<file path="config.mk">
export PLATFORM = sky130hd
export DESIGN_NAME = parallel_rem_engine
export DESIGN_NICKNAME = d
export VERILOG_FILES = /design/src/rtl/parallel_rem_engine.sv
export SDC_FILE = /design/constraint.sdc
export NUM_CORES = 1
export LEC_CHECK = 0
export BUFFER_PORTS_ARGS = -buffer_cell sky130_fd_sc_hd__buf_2
export CORE_MARGIN = 2
export CORE_UTILIZATION = 50
export CTS_BUF_LIST = sky130_fd_sc_hd__clkbuf_2
export DETAILED_ROUTE_END_ITERATION = 16
export GPL_TIMING_DRIVEN = 0
export PLACE_DENSITY = 0.78
export SLEW_MARGIN = 10
export SYNTH_ARGS = -nofsm -noshare
export SYNTH_HDL_FRONTEND = slang
export SYNTH_SLANG_ARGS = --single-unit
</file>
<file path="constraint.sdc">
create_clock -name clk -period 5 [get_ports clk]
set_input_delay 0.25 -clock clk [delete_from_list [all_inputs] [get_ports clk]]
set_output_delay 0.25 -clock clk [all_outputs]
set_load 0.1 [all_outputs]
</file>
<file path="src/rtl/parallel_rem_engine.sv">
module parallel_rem_engine #(
  parameter int K = 16,
  parameter int L = 16,
  parameter logic [K-1:0] POLY = 16'hC007,
  parameter logic [K-1:0] INIT = '0
) (
  input  logic         clk,
  input  logic         rst_n,
  input  logic         start,
  input  logic         in_valid,
  input  logic         in_last,
  input  logic [L-1:0] in_word,
  output logic [K-1:0] rem,
  output logic         done
);

  // one serial step of the companion matrix
  function automatic logic [K-1:0] step_a(input logic [K-1:0] v);
    return {v[K-2:0], 1'b0} ^ (v[K-1] ? POLY : {K{1'b0}});
  endfunction

  // columns of A^L, column j at [j*K +: K]
  function automatic logic [K*K-1:0] build_al();
    logic [K*K-1:0] m;
    logic [K-1:0] c;
    m = '0;
    for (int j = 0; j < K; j++) begin
      c = '0;
      c[j] = 1'b1;
      for (int n = 0; n < L; n++) c = step_a(c);
      m[j*K +: K] = c;
    end
    return m;
  endfunction

  // columns A^j * b, weighting in_word[j]
  function automatic logic [K*L-1:0] build_bl();
    logic [K*L-1:0] m;
    logic [K-1:0] c;
    m = '0;
    c = POLY;
    for (int j = 0; j < L; j++) begin
      m[j*K +: K] = c;
      c = step_a(c);
    end
    return m;
  endfunction

  localparam logic [K*K-1:0] AL = build_al();
  localparam logic [K*L-1:0] BL = build_bl();

  logic [K-1:0] state, seed, nxt;
  logic         open_msg;
  wire          take = in_valid & (start | open_msg);

  assign seed = start ? INIT : state;
  assign rem  = state;

  always_comb begin
    nxt = '0;
    for (int j = 0; j < K; j++) if (seed[j]) nxt ^= AL[j*K +: K];
    for (int j = 0; j < L; j++) if (in_word[j]) nxt ^= BL[j*K +: K];
  end

  always_ff @(posedge clk) begin
    if (!rst_n) begin
      state    <= INIT;
      open_msg <= 1'b0;
      done     <= 1'b0;
    end else begin
      if (take) state <= nxt;
      else if (start) state <= INIT;
      if (take && in_last) begin
        open_msg <= 1'b0;
        done     <= 1'b1;
      end else if (start) begin
        open_msg <= 1'b1;
        done     <= 1'b0;
      end
    end
  end

  assert_reseed_R2: assert property (@(posedge clk) disable iff (!rst_n)
    start && !in_valid |=> rem == INIT && !done);
  assert_done_rises_R5: assert property (@(posedge clk) disable iff (!rst_n)
    take && in_last |=> done);
  assert_done_hold_R5: assert property (@(posedge clk) disable iff (!rst_n)
    done && !start |=> done && $stable(rem));
  assert_idle_ignore_R6: assert property (@(posedge clk) disable iff (!rst_n)
    !open_msg && !start |=> $stable(rem));
  assert_gap_hold_R8: assert property (@(posedge clk) disable iff (!rst_n)
    !in_valid && !start |=> $stable(rem));
  assert_collide_open_R7: assert property (@(posedge clk) disable iff (!rst_n)
    start && in_valid && !in_last |=> !done);

endmodule

</file>
==> flow_summary.ini <==
[run_status]
outcome = finished, final reports clean

[sta]
relSlewSlack_pct = 66.4
worst_slew_pin_slew_ns = 0.504
fin_ws_ns = 2.78
timing_hold_violations_final = 0
setup_violations = 0
fin_hold_ws_ns = 0.117
rsz0062_at_grt = false
final-max-slew-violation-count = 0
period_share_pct = 44.4
fin_crit_ns = 2.22
tns_ns = 0
fmax_ghz = 0.451
fin_skew_ns = 0.00529

[drt]
via_count = 1284
firstDrtPassIters = 4
drc = 0
vias_per_cell = 5.66
finalWirelength_um = 3350
dr.first_iter.drc_count = 38
drtAntennaViolNets = 0
wire_per_inst_um = 14.8

[placed_design]
placed_area_um2 = 1520
dp.cells = 224
port_buffers = 37
hpwl_um = 2610
place_congestion = 0.861
dp_slack_ns = 2.82

[grt]
overflow = 0
grt_antenna_before_repair = 0
grt_pass1_vias = 1185
grt_usage_pct = 24.8
grt_max_degree = 11
grt_pass1_wl_um = 5310

[min_path]
hold_path_class = input port to flop

[synthesis]
synth_cells = 157
syn_area_um2 = 1300
ys_warn_count = 0
synth_nets = 178
synthTopCellsByArea = dfxtp_1, xnor2_1, a21oi_1
synthArstFlopShare_pct = 0
syn-mean-instance-area_um2 = 8.28
ys_ff_latch = 18
yosys_most_used_dff = dfxtp_1
yosysMostFrequentCell = xnor2_1
ys_seq_area_share_pct = 27.7
yosys-top-cells-count = xnor2_1, dfxtp_1, a21oi_1, o21ai_0, nor2_1
synth_top_area_share_pct = 27.7
synth_area_leader_cell = dfxtp_1
synth_edf_count = 0
synth.distinct_cells = 29

[flow_run]
cap_viol_max_count = 0

[die]
fp.coreArea_um2 = 2480
start_util_pct = 52.5
chipWidth_um = 55.0
ios = 38
row_count = 18
die_area_um2 = 3020
die_h_um = 55.0

[final_layout]
final_cells = 227
final_core_util_pct = 62.1
stdcell_area_um2 = 1540
final_nets = 220
layout-drive-gt1-share_pct = 23.4
fillers = 246
areaGrowthSynthToFinish_pct = 18.3
diodes = 0

[pwr]
p_int_mw = 0.265
powerDensity_nw_per_um2 = 321
power_leakage_nw = 0.626
p_seq_share_pct = 34.4
power_mw = 0.494
switching_share_pct = 46.3
ir_worst_vdd_mv = 0.194
clockPowerShare_pct = 12.7
p_comb_share_pct = 52.9
p_sw_mw = 0.229

[clock_tree]
clk_pin_slew_worst_paths_ns = 0.18
cts_tree = done
cts_hold_buf = 0
cts_inserted_buffers = 3
cts-resized-gates = 0
cts_num_sinks = 18
cts_max_path_buffers = 2
cts_root_buffer = clkbuf_2
cts_max_level = 1
insertion_delay_ns = 0.30
cts_setup_buffers = 0

[setup_path]
required_ns = 5.26
end_kind = flop
crit_type = flop to flop
path_cells = xor2_1, xnor3_2, xnor2_1, or3_4, a2111oi_2, a311o_1
start_kind = flop
cp.arrival_ns = 2.48
cp_max_fo = 5
critPathMaxStageDelay_ns = 0.45
crit_family = XOR/XNOR gates
cp_slowest_cell = dfxtp_1
worst-path-buf-inv = 0
-- cells in the final DEF (no fill, tap or decap), types with 6 or more instances in the layout --
cell type,count
nor2_1,12
xnor2_1,24
clkbuf_1,6
o22a_1,6
buf_2,38
a21oi_1,15
nor3_1,7
nand3_1,11
dfxtp_1,18
o21ai_0,15
inv_1,7
-- final timing paths --
| kind | from | to | slack (ns) | depth (start not counted) |
|---|---|---|---|---|
| max | rem[2] | rem[15] | 2.78 | 6 |
| min | in_last | open_msg | 0.12 | 2 |
| max reg2reg | rem[2] | rem[15] | 2.78 | 6 |
| min reg2reg | done | done | 0.53 | 2 |
-- logic make-up (layout without fill, tap and decap cells) --
group | count (synthesis) | count (layout) | share of synthesized area, %
compound gates | 42 | 42 | 20.0
xor+xnor | 32 | 32 | 27.3
buf+inv | 16 | 56 | 5.00
flops | 18 | 18 | 27.7
simple gates | 49 | 49 | 19.9
-- layer usage --
metal  wire length [um]  vias up  GRT usage, %  part of all wire, %
li1                   -      628             -                    -
met4                 38        0          8.94                  1.1
met5                  0        -             0                    0
met2               1650       55          43.7                   49
met1               1440      594          30.9                   43
met3                223        7          2.96                  6.7
-- area by class of cell --
cell class | instances | area [um2] | share of cell area [%]
multi-input combinational | 123 | 875 | 56.9
sequential | 18 | 360 | 23.4
timing repair buffer | 37 | 185 | 12.0
tap | 30 | 37.5 | 2.44
buffer | 8 | 35.0 | 2.28
inverter | 8 | 30.0 | 1.95
clock buffer | 3 | 15.0 | 0.976
-- sequential cells by signal (all words and copies together) (netlist names) --
register	flops
rem	16
done	1
open_msg	1
-- power by group through the flow --
stage | sequential, mW | combinational (mW) | clock (mW)
2_1_floorplan | 0.250 | 0.133 | 0
6_report | 0.170 | 0.261 | 0.0628
4_1_cts | 0.170 | 0.261 | 0.0666
3_5_place_dp | 0.173 | 0.260 | 0
5_1_grt | 0.172 | 0.280 | 0.0706
3_3_place_gp | 0.172 | 0.255 | 0
(Power assumes the default switching activity.)
